<file path="src/rtl/csa_mul_pkg.sv">
package csa_mul_pkg;
  localparam int unsigned ROWS = 4;
  localparam int unsigned PASSES_PER_MC = 2;
  localparam int unsigned BITS_PER_MC = ROWS * PASSES_PER_MC;
endpackage

</file>
<file path="src/rtl/csa_row.sv">
module csa_row #(
  parameter int unsigned W = 32
) (
  input  logic [W-1:0] s_i,
  input  logic [W-1:0] c_i,
  input  logic [W-1:0] mcand_i,
  input  logic         sel_i,
  output logic [W-1:0] s_o,
  output logic [W-1:0] c_o,
  output logic         lsb_o
);
  logic [W-1:0] addend;
  logic [W-1:0] x;

  always_comb begin
    addend = sel_i ? mcand_i : '0;
    x      = s_i ^ c_i ^ addend;
    c_o    = (s_i & c_i) | (s_i & addend) | (c_i & addend);
    // sum shifts down one place; carry already has weight two
    s_o    = {1'b0, x[W-1:1]};
    lsb_o  = x[0];
  end
endmodule

</file>
<file path="src/rtl/csa_array.sv">
module csa_array #(
  parameter int unsigned W    = 32,
  parameter int unsigned ROWS = 4
) (
  input  logic [W-1:0]    s_i,
  input  logic [W-1:0]    c_i,
  input  logic [W-1:0]    mcand_i,
  input  logic [ROWS-1:0] sel_i,
  output logic [W-1:0]    s_o,
  output logic [W-1:0]    c_o,
  output logic [ROWS-1:0] drop_o
);
  logic [W-1:0] s_chain [ROWS+1];
  logic [W-1:0] c_chain [ROWS+1];

  assign s_chain[0] = s_i;
  assign c_chain[0] = c_i;

  for (genvar r = 0; r < ROWS; r++) begin : g_row
    csa_row #(.W(W)) u_row (
      .s_i     (s_chain[r]),
      .c_i     (c_chain[r]),
      .mcand_i (mcand_i),
      .sel_i   (sel_i[r]),
      .s_o     (s_chain[r+1]),
      .c_o     (c_chain[r+1]),
      .lsb_o   (drop_o[r])
    );
  end

  assign s_o = s_chain[ROWS];
  assign c_o = c_chain[ROWS];
endmodule

</file>
<file path="src/rtl/csa_mul_ctrl.sv">
module csa_mul_ctrl #(
  parameter int unsigned MC_COUNT      = 4,
  parameter int unsigned PASSES_PER_MC = 2
) (
  input  logic clk_i,
  input  logic rst_ni,
  input  logic start_i,
  output logic load_o,
  output logic step_o,
  output logic busy_o,
  output logic done_o
);
  localparam int unsigned MC_W = (MC_COUNT > 1) ? $clog2(MC_COUNT) : 1;
  localparam int unsigned PH_W = (PASSES_PER_MC > 1) ? $clog2(PASSES_PER_MC) : 1;
  localparam logic [MC_W-1:0] MC_LAST = MC_W'(MC_COUNT - 1);
  localparam logic [PH_W-1:0] PH_LAST = PH_W'(PASSES_PER_MC - 1);

  logic [MC_W-1:0] mc_q;
  logic [PH_W-1:0] ph_q;
  logic            last_pass;

  assign last_pass = (mc_q == MC_LAST) && (ph_q == PH_LAST);
  assign load_o    = start_i && !busy_o;
  assign step_o    = busy_o;

  always_ff @(posedge clk_i or negedge rst_ni) begin
    if (!rst_ni) begin
      busy_o <= 1'b0;
      done_o <= 1'b0;
      mc_q   <= '0;
      ph_q   <= '0;
    end else begin
      done_o <= 1'b0;
      if (load_o) begin
        busy_o <= 1'b1;
        mc_q   <= '0;
        ph_q   <= '0;
      end else if (busy_o) begin
        if (last_pass) begin
          busy_o <= 1'b0;
          done_o <= 1'b1;
        end else if (ph_q == PH_LAST) begin
          ph_q <= '0;
          mc_q <= mc_q + 1'b1;
        end else begin
          ph_q <= ph_q + 1'b1;
        end
      end
    end
  end


  last_pass_chk: assert property (@(posedge clk_i) disable iff (!rst_ni)
    busy_o && last_pass |=> done_o && !busy_o);


  done_pulse_chk: assert property (@(posedge clk_i) disable iff (!rst_ni)
    done_o |=> !done_o);


  done_idle_chk: assert property (@(posedge clk_i) disable iff (!rst_ni)
    done_o |-> !busy_o);
endmodule

</file>
<file path="src/rtl/csa_iter_mul.sv">
module csa_iter_mul #(
  parameter int unsigned N = 32
) (
  input  logic         clk_i,
  input  logic         rst_ni,
  input  logic         start_i,
  input  logic [N-1:0] mcand_i,
  input  logic [N-1:0] mplier_i,
  output logic         busy_o,
  output logic         done_o,
  output logic [N-1:0] sum_o,
  output logic [N-1:0] carry_o,
  output logic [N-1:0] low_o
);
  import csa_mul_pkg::*;

  localparam int unsigned MC_COUNT = N / BITS_PER_MC;

  logic           load, step;
  logic [N-1:0]   mcand_q;
  logic [N-1:0]   s_q, c_q, mq_q;
  logic [N-1:0]   arr_s, arr_c;
  logic [ROWS-1:0] drop;

  csa_mul_ctrl #(
    .MC_COUNT      (MC_COUNT),
    .PASSES_PER_MC (PASSES_PER_MC)
  ) u_ctrl (
    .clk_i   (clk_i),
    .rst_ni  (rst_ni),
    .start_i (start_i),
    .load_o  (load),
    .step_o  (step),
    .busy_o  (busy_o),
    .done_o  (done_o)
  );

  csa_array #(.W(N), .ROWS(ROWS)) u_array (
    .s_i     (s_q),
    .c_i     (c_q),
    .mcand_i (mcand_q),
    .sel_i   (mq_q[ROWS-1:0]),
    .s_o     (arr_s),
    .c_o     (arr_c),
    .drop_o  (drop)
  );

  always_ff @(posedge clk_i or negedge rst_ni) begin
    if (!rst_ni) begin
      mcand_q <= '0;
      s_q     <= '0;
      c_q     <= '0;
      mq_q    <= '0;
    end else if (load) begin
      mcand_q <= mcand_i;
      s_q     <= '0;
      c_q     <= '0;
      mq_q    <= mplier_i;
    end else if (step) begin
      s_q  <= arr_s;
      c_q  <= arr_c;
      // product bits enter at the top as used multiplier bits leave
      mq_q <= {drop, mq_q[N-1:ROWS]};
    end
  end

  assign sum_o   = s_q;
  assign carry_o = c_q;
  assign low_o   = mq_q;


  start_clear_chk: assert property (@(posedge clk_i) disable iff (!rst_ni)
    start_i && !busy_o |=> busy_o && sum_o == '0 && carry_o == '0);


  start_ignored_chk: assert property (@(posedge clk_i) disable iff (!rst_ni)
    busy_o && start_i |=> $stable(mcand_q));


  idle_hold_chk: assert property (@(posedge clk_i) disable iff (!rst_ni)
    !busy_o && !start_i |=> $stable(sum_o) && $stable(carry_o) && $stable(low_o));
endmodule

</file>
<file path="config.mk">
export PLATFORM = sky130hd
export DESIGN_NAME = csa_iter_mul
export DESIGN_NICKNAME = d
export VERILOG_FILES = /design/src/rtl/csa_mul_pkg.sv /design/src/rtl/csa_row.sv /design/src/rtl/csa_array.sv /design/src/rtl/csa_mul_ctrl.sv /design/src/rtl/csa_iter_mul.sv
export SDC_FILE = /design/constraint.sdc
export NUM_CORES = 1
export LEC_CHECK = 0
export BUFFER_PORTS_ARGS = -buffer_cell sky130_fd_sc_hd__buf_4
export CAP_MARGIN = 0
export CORE_MARGIN = 2
export CORE_UTILIZATION = 61
export DETAILED_ROUTE_END_ITERATION = 6
export PLACE_DENSITY = 0.84
export RECOVER_POWER = 50
export SLEW_MARGIN = 30
export SYNTH_ARGS = -nofsm -noshare
export SYNTH_HDL_FRONTEND = slang
export SYNTH_SLANG_ARGS = --single-unit
</file>
<file path="constraint.sdc">
create_clock -name clk_i -period 8.13 [get_ports clk_i]
set_input_delay 2.439 -clock clk_i [delete_from_list [all_inputs] [get_ports clk_i]]
set_output_delay 2.439 -clock clk_i [all_outputs]
set_load 0.02 [all_outputs]
</file>
Yosys cells after proc, flatten, opt, wreduce, memory -nomap -nowiden
Cells that the tools add are included.
{"block": "totals", "out_inout_bits": 98, "ff_bits": 133}
{"block": "op_classes", "n_reduce_logical": 7, "eq_ne": 2, "n_addsub": 2, "n_mux": 24, "n_bitwise": 28}
{"op": "2-to-1 mux 32 bit", "count": 10}
{"op": "bitwise OR 32 bit", "count": 8}
{"op": "bitwise AND 31 x 32 -> 32 bit", "count": 6}
{"op": "bitwise AND 32 bit", "count": 6}
{"op": "bitwise XOR 32 bit", "count": 5}
{"op": "bitwise XOR 31 x 32 -> 32 bit", "count": 3}
{"op": "2-to-1 mux 1 bit", "count": 10}
{"op": "2-to-1 mux 2 bit", "count": 4}
{"op": "nonzero test 2 bit", "count": 2}
{"op": "AND reduction 3 bit", "count": 1}
{"op": "adder 2 x 1 -> 2 bit, second input constant", "count": 1}
{"op": "== test 2 bit, second input constant", "count": 1}
{"op": "logical AND 1 bit", "count": 2}
{"op": "inequality test 2 bit, second input constant", "count": 1}
{"op": "AND reduction 2 bit", "count": 1}
{"op": "adder 1 bit, second input constant", "count": 1}
{"op": "zero test 1 bit", "count": 1}

Depth between registers and ports, before layout
{"block": "logic_depth", "depth_word": 15, "mapped_depth": 10}

Cells and area by module
From an unflattened synthesis, not the netlist that was laid out.
{"block": "unflattened", "hier_cells": 1220, "area_unflattened_um2": 10669.0}
{"module": "csa_iter_mul", "area_per_inst_um2": 5288.8, "cells_each": 413, "n_inst": 1, "seq_area_each_um2": 3203.1}
{"module": "csa_row", "area_per_inst_um2": 1286.2, "cells_each": 197, "n_inst": 4, "seq_area_each_um2": 0.0}
{"module": "csa_mul_ctrl", "area_per_inst_um2": 235.2, "cells_each": 19, "n_inst": 1, "seq_area_each_um2": 125.1}

Worst setup path after synthesis
Ideal clock, no wire load.
{"block": "synth_timing", "kind": "input -> register", "from": "in start_i", "to": "reg mcand_q[10]", "setup_ps": 125, "t_arrival_ps": 3237, "path_stages": 5, "required_ps": 8005, "slack_ps": 4768, "cell_sequence": "buf_6 nor2b_4 buf_6 buf_6 mux2_4"}
{"block": "synth_between", "elab_chain_cells": 1}
{"element": "from (decl)", "line_no": "csa_iter_mul.sv:6", "rtl": "input logic start_i,"}
{"element": "logical AND 1 bit", "line_no": "csa_mul_ctrl.sv:23", "rtl": "assign load_o = start_i && !busy_o;"}
{"element": "to (signal assigned)", "line_no": "csa_iter_mul.sv:55", "rtl": "mcand_q <= mcand_i;"}
{"element": "to (decl)", "line_no": "csa_iter_mul.sv:20", "rtl": "logic [N-1:0] mcand_q;"}
Every way passes these cells.
A chain may end at the register's enable or synchronous reset.

Final worst setup path
{"block": "layout_timing", "from": "in start_i", "to": "reg mcand_q[0]"}
Same word-level chain as after synthesis.

==> impl_metrics.env <==
export IMPL_hold_depth=2
export IMPL_place_ws_ns=3.75
export IMPL_drive_gt1_share_pct=21.9
export IMPL_fin_crit_sh_pct=68.4
export IMPL_skew_ns=0.00688
export IMPL_first_pass_iters=6
export IMPL_drt_iter0_markers=458
export IMPL_min_to="low_o[17]"
export IMPL_clock_sinks=132
export IMPL_wl_per_cell_microns=18.2
export IMPL_core_region_area_sq_mm=0.0145
export IMPL_setup_ws_ns=2.57
export IMPL_cts_path_max_buffers=2
export IMPL_cts_root_buf="clkbuf_16"
export IMPL_worstPathArrival_ns=5.88
export IMPL_cp_required_ns=8.45
export IMPL_reg2reg_from="u_ctrl.busy_o"
export IMPL_num_vias=6088
export IMPL_syn_area_per_cell_sq_um=11.8
export IMPL_htreeDepth=4
export IMPL_setup_tns_ns=0
export IMPL_grt_max_degree=78
export IMPL_whs_ns=0.504
export IMPL_grt_pass1_wl_mm=33.3
export IMPL_ant_nets=0
export IMPL_clkTransAtPathRegs_ns=0.06
export IMPL_dpl_hpwl_mm=13.9
export IMPL_pin_count=165
export IMPL_yosysWarnings=0
export IMPL_synth_edff_count=0
export IMPL_synth_most_common_cell="dfrtp_1"
export IMPL_regToRegSetupSlack_ns=3.38
export IMPL_via_per_inst=5.51
export IMPL_track_usage_pct=27.2
export IMPL_violations="capacitance limit, slew limit"
export IMPL_fillers=992
export IMPL_syn_area_sq_mm=0.00904
export IMPL_slew_violations=142
export IMPL_crit_type="in -> reg"
export IMPL_drv_cap=3
export IMPL_fmax_mhz=180
export IMPL_synthDistinctLibCells=25
export IMPL_rows=44
export IMPL_rr_endpoint="mcand_q[9]"
export IMPL_reg2reg_depth=4
export IMPL_ys_seq_area_share_pct=36.5
export IMPL_synth_flop_cell="dfrtp_1"
export IMPL_finalSetupViolCount=0
export IMPL_worstMarginPinSlew_ns=2.96
export IMPL_cts_tree="done"
export IMPL_status="complete, but fails checks"
export IMPL_synth_area_top_cells="dfrtp_1 37%, fa_1 27%, and2_1 6.7%"
export IMPL_yosys_area_top_type_share_pct=36.5
export IMPL_die_h_microns=126
export IMPL_post_cts_buffers=0
export IMPL_routabilityCongestion=0.792
export IMPL_ctsResizeCount=0
export IMPL_grt_pass1_vias=6535
export IMPL_dieArea_sq_mm=0.0158
export IMPL_synth_top_area_cell="dfrtp_1"
export IMPL_clk_insertion_delay_late_ns=0.43
export IMPL_slew_headroom_pct=-97.0
export IMPL_post_route_min_period_ns=5.56
export IMPL_final_hold_viol_count=0
export IMPL_io_buffers=163
export IMPL_final_nets=1104
export IMPL_gr_total_overflow=0
export IMPL_worstSetupEndpointType="flip-flop"
export IMPL_startpoint_type="primary input"
export IMPL_cts_hold_repair_buffers=0
export IMPL_initial_core_util_pct=62.2
export IMPL_ys_ff_latch=132
export IMPL_path_max_fanout=35
export IMPL_async_reset_ff_share_pct=100
export IMPL_synth_common_cells="132 x dfrtp_1, 125 x inv_1, 124 x fa_1"
export IMPL_antenna_cells=0
export IMPL_wirelength_mm=20.1
export IMPL_hp_start="low_o[21]"
export IMPL_syn_inst=765
export IMPL_hold_path_class="reg -> reg"
export IMPL_area_growth_pct=18.3
export IMPL_numCtsBuffers=17
export IMPL_rsz0062_at_grt="no"
export IMPL_syn_num_nets=961
export IMPL_antenna_found_initial=0
export IMPL_drc=0
export IMPL_die_x_microns=126
==> logic make-up (layout without fill, tap and decap cells) <==
group	Yosys count	in the layout	synth area share, %
other	1	1	0.0415
buffers and inverters	173	329	8.26
AND/OR/NAND/NOR	168	168	10.0
adder cells (fa/ha/maj)	129	129	28.1
multiplexers	65	65	8.88
AO/OA/AOI/OAI	97	97	8.14
flip-flops	132	132	36.5
==> through the flow <==
| step | instances | util [%] | instance area [sq um] |
|---|---|---|---|
| CTS | 1105 | 74.7 | 10900 |
| detailed placement | 1073 | 70.9 | 10300 |
| global placement | 1073 | 70.9 | 10300 |
| global route | 1105 | 73.6 | 10700 |
| floorplan | 765 | - | 9040 |
| finish | 1105 | 73.6 | 10700 |
==> layout make-up <==
type | count | area, sq um | area share (%)
Clock inverter | 15 | 133 | 1.24
Sequential cell | 132 | 3310 | 30.9
Tap cell | 184 | 230 | 2.15
Inverter | 125 | 469 | 4.39
Clock buffer | 17 | 425 | 3.98
Multi-Input combinational cell | 460 | 4970 | 46.5
Timing Repair Buffer | 172 | 1160 | 10.8
==> state kept, by name, indices dropped and copies added (netlist names) <==
register	count
u_ctrl.busy_o	1
u_ctrl.mc_q	2
low_o	32
sum_o	31
u_ctrl.ph_q	1
u_ctrl.done_o	1
mcand_q	32
carry_o	32
==> critical path, cell delays in order <==
cell and delay, ns:
clkbuf_1 1.74, nor2b_1 0.70, buf_4 0.59, mux2_2 0.39
==> worst max path at each step <==
stage | start | depth (start not counted) | to
2_1_floorplan | start_i | 5 | mcand_q[10]
3_3_place_gp | start_i | 4 | mcand_q[31]
3_5_place_dp | start_i | 4 | mcand_q[31]
4_1_cts | u_ctrl.busy_o | 1 | busy_o
5_1_grt | start_i | 4 | mcand_q[0]
6_report | start_i | 4 | mcand_q[0]
==> layout by cell type (no fill, tap or decap) <==
| cell | count |
|---|---|
| nand2_1 | 63 |
| a22o_1 | 64 |
| conb_1 | 1 |
| a221o_1 | 1 |
| inv_6 | 3 |
| a311o_1 | 1 |
| and3_1 | 1 |
| and4b_1 | 1 |
| o21ai_0 | 31 |
| fa_1 | 124 |
| clkinv_2 | 4 |
| and2_1 | 97 |
| inv_1 | 125 |
| clkbuf_16 | 17 |
| nand2b_1 | 1 |
| nor3b_1 | 1 |
| dfrtp_1 | 131 |
| mux2_2 | 7 |
| mux2_4 | 25 |
| nor2_4 | 1 |
| bufinv_16 | 1 |
| nor4bb_1 | 1 |
| clkinv_4 | 3 |
| ha_1 | 5 |
| buf_4 | 136 |
| nor2_1 | 1 |
| clkbuf_1 | 36 |
| mux2i_1 | 33 |
| dfrtp_4 | 1 |
| nor2b_1 | 1 |
| clkinvlp_4 | 4 |
==> routing by layer <==
metal  share of wire, %  track usage [%]
met1                 42             37.7
met2                 50             43.8
met3                6.8             6.29
met4                1.7             8.08
met5                  0                0
Power is not shown: default switching activity piles up to over one toggle a cycle in this logic, so the estimate is an artifact.
